$ cat config.mk
export PLATFORM = sky130hd
export DESIGN_NAME = led_scroll_drv
export DESIGN_NICKNAME = d
export VERILOG_FILES = /design/src/rtl/lsd_pkg.sv /design/src/rtl/lsd_prescale.sv /design/src/rtl/lsd_col_scan.sv /design/src/rtl/lsd_msg_buf.sv /design/src/rtl/led_scroll_drv.sv
export SDC_FILE = /design/constraint.sdc
export NUM_CORES = 1
export LEC_CHECK = 0
export ABC_AREA = 1
export BUFFER_PORTS_ARGS = -buffer_cell sky130_fd_sc_hd__buf_2
export CAP_MARGIN = 40
export CORE_MARGIN = 2
export CORE_UTILIZATION = 48
export CTS_CLUSTER_SIZE = 20
export DETAILED_ROUTE_END_ITERATION = 10
export PLACE_DENSITY = 0.69
export SLEW_MARGIN = 20
export SYNTH_ARGS = -nofsm -noshare
export SYNTH_HDL_FRONTEND = slang
export SYNTH_HIERARCHICAL = 1
export SYNTH_SLANG_ARGS = --single-unit
export TNS_END_PERCENT = 100
$ cat constraint.sdc
create_clock -name clk -period 3.5 [get_ports clk]
set_input_delay 0.35 -clock clk [delete_from_list [all_inputs] [get_ports clk]]
set_output_delay 0.35 -clock clk [all_outputs]
set_load 0.02 [all_outputs]
$ cat src/rtl/lsd_pkg.sv
`timescale 1ns/1ps
package lsd_pkg;
    // Phase of the slow tick: the first tick of each pair advances the
    // column, the second feeds the scroll counter.
    typedef enum logic {
        PH_ADVANCE = 1'b0,
        PH_COUNT   = 1'b1
    } phase_t;

    localparam int COL_N = 8;
endpackage

$ cat src/rtl/lsd_prescale.sv
`timescale 1ns/1ps
module lsd_prescale
    import lsd_pkg::*;
#(
    parameter int TICK_DIV   = 25000,
    parameter int SCROLL_DIV = 125
) (
    input  logic clk,
    input  logic rst,
    output logic col_step,
    output logic scroll_step
);
    localparam int TW = (TICK_DIV   > 1) ? $clog2(TICK_DIV)   : 1;
    localparam int SW = (SCROLL_DIV > 1) ? $clog2(SCROLL_DIV) : 1;

    logic [TW-1:0] tcnt_q;
    logic [SW-1:0] scnt_q;
    phase_t        ph_q, ph_nxt;
    logic          tick, cnt_evt;

    assign tick = (tcnt_q == TW'(TICK_DIV - 1));

    // state register, tick counter and scroll counter
    always_ff @(posedge clk) begin
        if (rst) begin
            tcnt_q <= '0;
            scnt_q <= '0;
            ph_q   <= PH_ADVANCE;
        end else begin
            tcnt_q <= tick ? '0 : tcnt_q + 1'b1;
            ph_q   <= ph_nxt;
            if (cnt_evt)
                scnt_q <= (scnt_q == SW'(SCROLL_DIV - 1)) ? '0 : scnt_q + 1'b1;
        end
    end

    // transitions and step outputs
    always_comb begin
        ph_nxt   = ph_q;
        col_step = 1'b0;
        cnt_evt  = 1'b0;
        if (tick) begin
            unique case (ph_q)
                PH_ADVANCE: begin
                    ph_nxt   = PH_COUNT;
                    col_step = 1'b1;
                end
                PH_COUNT: begin
                    ph_nxt  = PH_ADVANCE;
                    cnt_evt = 1'b1;
                end
            endcase
        end
        scroll_step = cnt_evt && (scnt_q == SW'(SCROLL_DIV - 1));
    end
endmodule

$ cat src/rtl/lsd_col_scan.sv
`timescale 1ns/1ps
module lsd_col_scan
    import lsd_pkg::*;
(
    input  logic             clk,
    input  logic             rst,
    input  logic             col_step,
    output logic [COL_N-1:0] col_nxt,
    output logic [COL_N-1:0] col_q
);
    always_comb begin
        if (rst)
            col_nxt = COL_N'(1);
        else if (col_step)
            col_nxt = {col_q[COL_N-2:0], col_q[COL_N-1]};
        else
            col_nxt = col_q;
    end

    always_ff @(posedge clk)
        col_q <= col_nxt;
endmodule

$ cat src/rtl/lsd_msg_buf.sv
`timescale 1ns/1ps
module lsd_msg_buf #(
    parameter int          W        = 256,
    parameter logic [W-1:0] MSG_INIT = '0
) (
    input  logic         clk,
    input  logic         rst,
    input  logic         scroll_step,
    output logic [W-1:0] msg_nxt
);
    logic [W-1:0] msg_q;

    always_comb begin
        if (rst)
            msg_nxt = MSG_INIT;
        else if (scroll_step)
            msg_nxt = {msg_q[W-9:0], msg_q[W-1 -: 8]};
        else
            msg_nxt = msg_q;
    end

    always_ff @(posedge clk)
        msg_q <= msg_nxt;
endmodule

$ cat src/rtl/led_scroll_drv.sv
`timescale 1ns/1ps
module led_scroll_drv
    import lsd_pkg::*;
#(
    parameter int TICK_DIV   = 25000,
    parameter int SCROLL_DIV = 125,
    parameter int N_CHARS    = 4,
    parameter logic [N_CHARS*64-1:0] MSG_INIT =
        256'h007E_9090_907E_0000_00FE_9292_926C_0000_007C_8282_8244_0000_0000_0000_0000_0000
) (
    input  logic       clk,
    input  logic       rst,
    output logic [7:0] col_o,
    output logic [7:0] row_o
);
    localparam int W = N_CHARS * 64;

    logic             col_step, scroll_step;
    logic [COL_N-1:0] col_nxt;
    logic [W-1:0]     msg_nxt;
    logic [7:0]       hit [COL_N];
    logic [7:0]       row_nxt;
    logic [7:0]       row_q;

    lsd_prescale #(.TICK_DIV(TICK_DIV), .SCROLL_DIV(SCROLL_DIV)) u_pre (
        .clk(clk), .rst(rst), .col_step(col_step), .scroll_step(scroll_step)
    );

    lsd_col_scan u_col (
        .clk(clk), .rst(rst), .col_step(col_step), .col_nxt(col_nxt), .col_q(col_o)
    );

    lsd_msg_buf #(.W(W), .MSG_INIT(MSG_INIT)) u_msg (
        .clk(clk), .rst(rst), .scroll_step(scroll_step), .msg_nxt(msg_nxt)
    );

    // One decoder per column. A column byte is picked only on an exact
    // one-hot match, so any other column value gives zero rows.
    for (genvar k = 0; k < COL_N; k++) begin : g_sel
        assign hit[k] = (col_nxt == COL_N'(1 << k)) ? msg_nxt[W-1-8*k -: 8] : 8'h00;
    end

    always_comb begin
        row_nxt = 8'h00;
        for (int k = 0; k < COL_N; k++)
            row_nxt = row_nxt | hit[k];
    end

    // Registered together with the column register, so both buses move on one edge.
    always_ff @(posedge clk)
        row_q <= row_nxt;

    assign row_o = row_q;
endmodule

# Yosys cells after proc, flatten, opt, wreduce, memory -nomap -nowiden
# Cells that the tools add are included.
[classes] n_addsub=2 multipliers=0 div_mod_pow=0 n_lt_le_gt_ge=0 n_eq_ne=10 shifts=0 n_mux=18 n_bitwise=8 n_reduce_logical=2
[op_table] operator="$mux W256" n=2
[op_table] operator="$mux W8" n=10
[op_table] operator="$or A8 B8 Y8" n=7
[op_table] operator="$add A15 B1 Y15 const B" n=1
[op_table] operator="$eq A15 B15 Y1 const B" n=1
[op_table] operator="$eq A8 B1 Y1 const B" n=1
[op_table] operator="$eq A8 B2 Y1 const B" n=1
[op_table] operator="$eq A8 B3 Y1 const B" n=1
[op_table] operator="$eq A8 B4 Y1 const B" n=1
[op_table] operator="$eq A8 B5 Y1 const B" n=1
[op_table] operator="$eq A8 B6 Y1 const B" n=1
[op_table] operator="$eq A8 B7 Y1 const B" n=1
[op_table] operator="$eq A8 B8 Y1 const B" n=1
[op_table] operator="$add A7 B1 Y7 const B" n=1
[op_table] operator="$eq A7 B7 Y1 const B" n=1
[op_table] operator="$mux W7" n=1
[op_table] operator="$mux W1" n=4
[op_table] operator="$pmux W1 S2" n=1
[op_table] operator="$reduce_or A2 Y1" n=1
[op_table] operator="$logic_and A1 B1 Y1" n=1
[op_table] operator="$not A1 Y1" n=1
[totals] regBits=295 latchBits=0 mem_bits_rw=0 mem_bits_ro=0 input_bits=2 output_inout_bits=16 wordCells=47 memories=0

# Longest topological paths before layout
[depth] word_depth=13 mapped_depth=19 mapped_depth_nobuf=16

# Modules after synthesis
# The synthesis kept the hierarchy.
[by_module_without_submodules] module="lsd_msg_buf" instances=1 cells_each=1520 area_each_um2=10017.1 seq_area_each_um2=5124.9
[by_module_without_submodules] module="lsd_prescale" instances=1 cells_each=203 area_each_um2=1350.0 seq_area_each_um2=460.4
[by_module_without_submodules] module="led_scroll_drv" instances=1 cells_each=164 area_each_um2=948.4 seq_area_each_um2=160.2
[by_module_without_submodules] module="lsd_col_scan" instances=1 cells_each=50 area_each_um2=350.3 seq_area_each_um2=160.2

# Least setup slack after synthesis
# OpenSTA, ideal clock, no wires.
[synth_timing] path_kind="flip-flop to flip-flop" start="register u_pre.tcnt_q[0]" end="register row_q[4] (netlist: row_o[4])" setup_time_ns=0.114 arrival_ns=2.122 t_required_ns=3.386 slack_ns=1.264 path_stages_with_launch=18 n_path_buf=3 period_less_slack_ns=2.236 cell_sequence="dfxtp_1 > ha_1 > nand4_1 > nor2_4 > nand2_2 > nor2_1 > buf_6 > buf_8 > nor2_1 > nor2_1 > inv_2 > nand2_2 > nor2_8 > buf_6 > nand3_1 > nand2_1 > nor2_1 > nand2_1"
[synth_between] elab_chain_len=13 elab_cells_between_ends=31 cone_classes="9 x eq/ne; 14 x mux; 7 x bitwise; 1 x reduce/logical"
[synth_lines] element="from (decl)" line_no="lsd_prescale.sv:16" source="logic [TW-1:0] tcnt_q;"
[synth_lines] element="from (signal assigned)" line_no="lsd_prescale.sv:30" source="tcnt_q <= tick ? '0 : tcnt_q + 1'b1;"
[synth_lines] element="$eq A15 B15 Y1 (*)" line_no="lsd_prescale.sv:21" source="assign tick = (tcnt_q == TW'(TICK_DIV - 1));"
[synth_lines] element="$mux W1 (*)" line_no="lsd_prescale.sv:42" source="if (tick) begin"
[synth_lines] element="via col_step" line_no="led_scroll_drv.sv:18" source="logic col_step, scroll_step;"
[synth_lines] element="$mux W8 (*)" line_no="lsd_col_scan.sv:14" source="else if (col_step)"
[synth_lines] element="$mux W8 (*)" line_no="lsd_col_scan.sv:12" source="if (rst)"
[synth_lines] element="via col_nxt[1]" line_no="led_scroll_drv.sv:19" source="logic [COL_N-1:0] col_nxt;"
[synth_lines] element="$eq A8 B1 Y1 / $eq A8 B2 Y1 (equally long branches)" line_no="led_scroll_drv.sv:40" source="assign hit[k] = (col_nxt == COL_N'(1 << k)) ? msg_nxt[W-1-8*k -: 8] : 8'h00;"
[synth_lines] element="$mux W8" line_no="led_scroll_drv.sv:40"
[synth_lines] element="$or A8 B8 Y8 (6 in a row)" line_no="led_scroll_drv.sv:46" source="row_nxt = row_nxt | hit[k];"
[synth_lines] element="$or A8 B8 Y8 (*)" line_no="led_scroll_drv.sv:46"
[synth_lines] element="via row_nxt[4]" line_no="led_scroll_drv.sv:22" source="logic [7:0] row_nxt;"
[synth_lines] element="to (signal assigned)" line_no="led_scroll_drv.sv:51" source="row_q <= row_nxt;"
[synth_lines] element="to (decl)" line_no="led_scroll_drv.sv:23" source="logic [7:0] row_q;"
# Mark *: on every way through the listed nets, which the timed path passes. The rest lies on a longest branch.
# A chain may end at the register's enable or synchronous reset.

# Worst setup path after layout
[layout_timing] start="register u_pre.scnt_q[0]" end="register row_q[5] (netlist: row_o[5])"
[layout_between] elab_chain_len=12 elab_cells_between_ends=19 cone_classes="1 x eq/ne; 10 x mux; 7 x bitwise; 1 x reduce/logical"
[layout_lines] element="from (decl)" line_no="lsd_prescale.sv:17" source="logic [SW-1:0] scnt_q;"
[layout_lines] element="from (signal assigned)" line_no="lsd_prescale.sv:33" source="scnt_q <= (scnt_q == SW'(SCROLL_DIV - 1)) ? '0 : scnt_q + 1'b1;"
[layout_lines] element="$eq A7 B7 Y1" line_no="lsd_prescale.sv:54" source="scroll_step = cnt_evt && (scnt_q == SW'(SCROLL_DIV - 1));"
[layout_lines] element="$logic_and A1 B1 Y1" line_no="lsd_prescale.sv:54"
[layout_lines] element="via scroll_step" line_no="led_scroll_drv.sv:18"
[layout_lines] element="$mux W256" line_no="lsd_msg_buf.sv:16" source="else if (scroll_step)"
[layout_lines] element="$mux W256" line_no="lsd_msg_buf.sv:14" source="if (rst)"
[layout_lines] element="via msg_nxt[245]" line_no="led_scroll_drv.sv:20" source="logic [W-1:0] msg_nxt;"
[layout_lines] element="$mux W8" line_no="led_scroll_drv.sv:40"
[layout_lines] element="$or A8 B8 Y8 (7 in a row)" line_no="led_scroll_drv.sv:46"
[layout_lines] element="via row_nxt[5]" line_no="led_scroll_drv.sv:22"
# The timed path passes the listed nets, and every way through them passes these cells.

==> impl_metrics.env <==
export IMPL_design_core_area_sq_um=25980
export IMPL_h_tree_depth=1
export IMPL_yosys_cell_types_count=29
export IMPL_irDropWorstVdd_uv=333.6
export IMPL_clkPwrFrac=0.496
export IMPL_nets=1907
export IMPL_routed_wl_um=23220
export IMPL_grt_pass1_wl_um=40630
export IMPL_antenna_found_initial=0
export IMPL_timing_rr_end="row_o[5]"
export IMPL_p_seq_frac=0.486
export IMPL_ys_ff_latch=295
export IMPL_syn_inst=1937
export IMPL_root_buffer="clkbuf_16"
export IMPL_p_switching_mw=1.447
export IMPL_finClkSkew_ps=26.13
export IMPL_grt_pass1_vias=9310
export IMPL_dr_total_vias=10257
export IMPL_tns_ps=0
export IMPL_grt_busiest_layer="met2"
export IMPL_wl_per_cell_um=10.26
export IMPL_start_kind="register"
export IMPL_hpwlAfterDp_um=14300
export IMPL_status="finished clean"
export IMPL_ctsHoldBuffers=0
export IMPL_cp_end_kind="register"
export IMPL_r2r_setup_slack_ps=800
export IMPL_start_util=0.4874
export IMPL_cp_data_arrival_time_ps=3150
export IMPL_tightestPinTransition_ps=615.8
export IMPL_num_io_pins=18
export IMPL_finalCritPeriodShare=0.7705
export IMPL_ys_warnings_count=6
export IMPL_grt_total_usage=0.1659
export IMPL_cts_resized=0
export IMPL_avgSynthCellArea_sq_um=6.539
export IMPL_area_growth_pct=9.800
export IMPL_holdPathEnd="u_pre/scnt_q[3]"
export IMPL_fill_cells=2559
export IMPL_firstDrtPassIters=5
export IMPL_drt_iter0_markers=759
export IMPL_routabilityCongestion=0.7995
export IMPL_rsz0062_at_grt="false"
export IMPL_min_path_type="primary input to register"
export IMPL_clk_latency_ps=570
export IMPL_clk_pin_slew_ps=60
export IMPL_finalWorstSetupSlack_ps=803.2
export IMPL_relSlewSlack=0.5895
export IMPL_synth_seq_area_share=0.4663
export IMPL_power_share_switching=0.2092
export IMPL_dp_slack_ps=782.7
export IMPL_overflow=0
export IMPL_crit_fanout=50
export IMPL_hold_start="rst"
export IMPL_total_leakage_power_nw=5.923
export IMPL_layout_drive_gt1_share=0.06435
export IMPL_drc=0
export IMPL_finalHoldViolCount=0
export IMPL_reg2reg_depth=13
export IMPL_p_int_mw=5.472
export IMPL_cts_num_sinks=295
export IMPL_reg2reg_from="u_pre/scnt_q[0]"
export IMPL_fmax_mhz=370.8
export IMPL_die_h_um=166.4
export IMPL_whs_path_depth=2
export IMPL_clk_path_buf_depth=3
export IMPL_critical_path_required_ps=3950
export IMPL_numPlacedInstances=2204
export IMPL_die_area_sq_um=27700
export IMPL_io_buffers=17
export IMPL_power_mw=6.919
export IMPL_via_per_inst=4.534
export IMPL_combPwrFrac=0.019
export IMPL_pwr_density_cell_nw_per_um2=497.5
export IMPL_period_minus_slack_ps=2697
export IMPL_crit_type="register to register"
export IMPL_grt_max_degree=164
export IMPL_cts_tree="done"
export IMPL_cts_made_buffers=31
export IMPL_grtUsageMet1=0.2142
export IMPL_grt_met3_usage=0.02495
export IMPL_synth_net_count=1942
export IMPL_die_w_um=166.4
export IMPL_syn_cell_area_sq_um=12670
export IMPL_antenna_cells=0
export IMPL_grt_use_met2=0.2909
export IMPL_maxCapViolations=0
export IMPL_postCtsSetupBuffers=0
export IMPL_fin_cells=2262
export IMPL_antenna_left=0
export IMPL_setup_violations=0
export IMPL_fp_row_count=59
export IMPL_maxSlewViolCount=0
==> critical path, cell delays in order (launching register included) <==
cell     delay, ps
dfxtp_1        340
inv_1           90
ha_1           150
nand3_1         70
nor2_1         330
nand4_1        310
inv_8          320
inv_2          270
nand2_1        120
nand3_1         90
nand3_1        120
nand2_1         90
nor2_1         200
nand2_1         80
==> cell usage after synthesis <==
library cell,instances,share of area
inv_1,237,0.070
nor3_4,1,0.0013
nand2_2,4,0.0020
inv_2,12,0.0036
buf_1,5,0.0015
buf_8,1,0.0012
nor3_1,4,0.0016
xor2_1,4,0.0028
nor2_2,12,0.0059
buf_4,3,0.0018
clkbuf_1,19,0.0056
nor2_4,4,0.0036
buf_6,8,0.0071
nand2_1,624,0.18
dfxtp_1,295,0.47
o21ai_1,1,0.00039
nand3_4,1,0.0014
nor2_1,471,0.14
nor3_2,1,0.00079
nand3_1,135,0.053
nand2_4,5,0.0044
o21ai_0,3,0.0012
buf_2,58,0.023
xnor2_1,1,0.00069
ha_1,3,0.0030
clkinv_1,1,0.00030
nand4_1,9,0.0044
nor2_8,2,0.0032
a21oi_1,13,0.0051
==> metal layers <==
| metal | vias up | routed length [um] |
|---|---|---|
| li1 | 5637 | - |
| met1 | 4492 | 11520 |
| met2 | 99 | 10630 |
| met3 | 29 | 704 |
| met4 | 0 | 366 |
| met5 | - | 0 |
==> cell type report <==
type                            instances  area (sq um)  area share
Sequential cell                       295          5906      0.4247
Multi-Input combinational cell       1298          5314      0.3821
Inverter                              250         950.9     0.06838
Clock buffer                           42         887.1     0.06379
Tap cell                              335         419.2     0.03014
Timing Repair Buffer                   26         227.7     0.01637
Clock inverter                         16         202.7     0.01457
==> worst max path at each step <==
stage	slack (ps)	end	startpoint	depth (start not counted)
floorplan	1260	row_o[4]	u_pre/tcnt_q[0]	17
global placement	840	row_o[5]	u_pre/scnt_q[0]	14
detailed placement	780	row_o[5]	u_pre/scnt_q[0]	14
global route	530	row_o[5]	u_pre/scnt_q[0]	13
CTS	780	row_o[5]	u_pre/scnt_q[0]	14
finish	800	row_o[5]	u_pre/scnt_q[0]	13
==> cells in the final DEF (no fill, tap or decap), types with 5 or more instances in the layout <==
master / instances
nand2_1: 624
nor2_1: 471
dfxtp_1: 295
inv_1: 235
nand3_1: 135
clkbuf_16: 31
buf_2: 17
a21oi_1: 13
inv_2: 12
nor2_2: 12
nand4_1: 9
clkbuf_8: 7
buf_12: 6
nand2_4: 5
clkinv_2: 5
==> power by group through the flow <==
stage	sequential, mW	clock (mW)	combinational [mW]
2_1_floorplan	3.44	0	0.107
3_3_place_gp	3.44	0	0.129
3_5_place_dp	3.44	0	0.129
4_1_cts	3.36	3.51	0.130
5_1_grt	3.36	3.64	0.149
6_report	3.36	3.43	0.129
==> kinds of logic after synthesis <==
family	count (synthesis)	synth area share
AO/OA/AOI/OAI	17	0.006716
XOR/XNOR	5	0.003457
adder cells (fa/ha/maj)	3	0.002964
buffers and inverters	344	0.1142
flip-flops	295	0.4663
AND/OR/NAND/NOR	1273	0.4064
==> per-stage QoR <==
| stage | utilization | hold WS (ps) | instance area, sq um |
|---|---|---|---|
| finish | 0.5352 | 117.9 | 13910 |
| global route | 0.5352 | 105.3 | 13910 |
| CTS | 0.5352 | 96.43 | 13910 |
| detailed placement | 0.4933 | 438.6 | 12820 |
| global placement | 0.4933 | 430.0 | 12820 |
| floorplan | - | 417.5 | 12670 |
==> sequential cells by signal, indices dropped and copies added (netlist names) <==
register      flops
u_msg/msg_q     256
row_o             8
u_pre/scnt_q      7
u_pre/tcnt_q     15
u_pre/ph_q        1
u_col/col_q       8
Power figures use the tool's default switching activity.
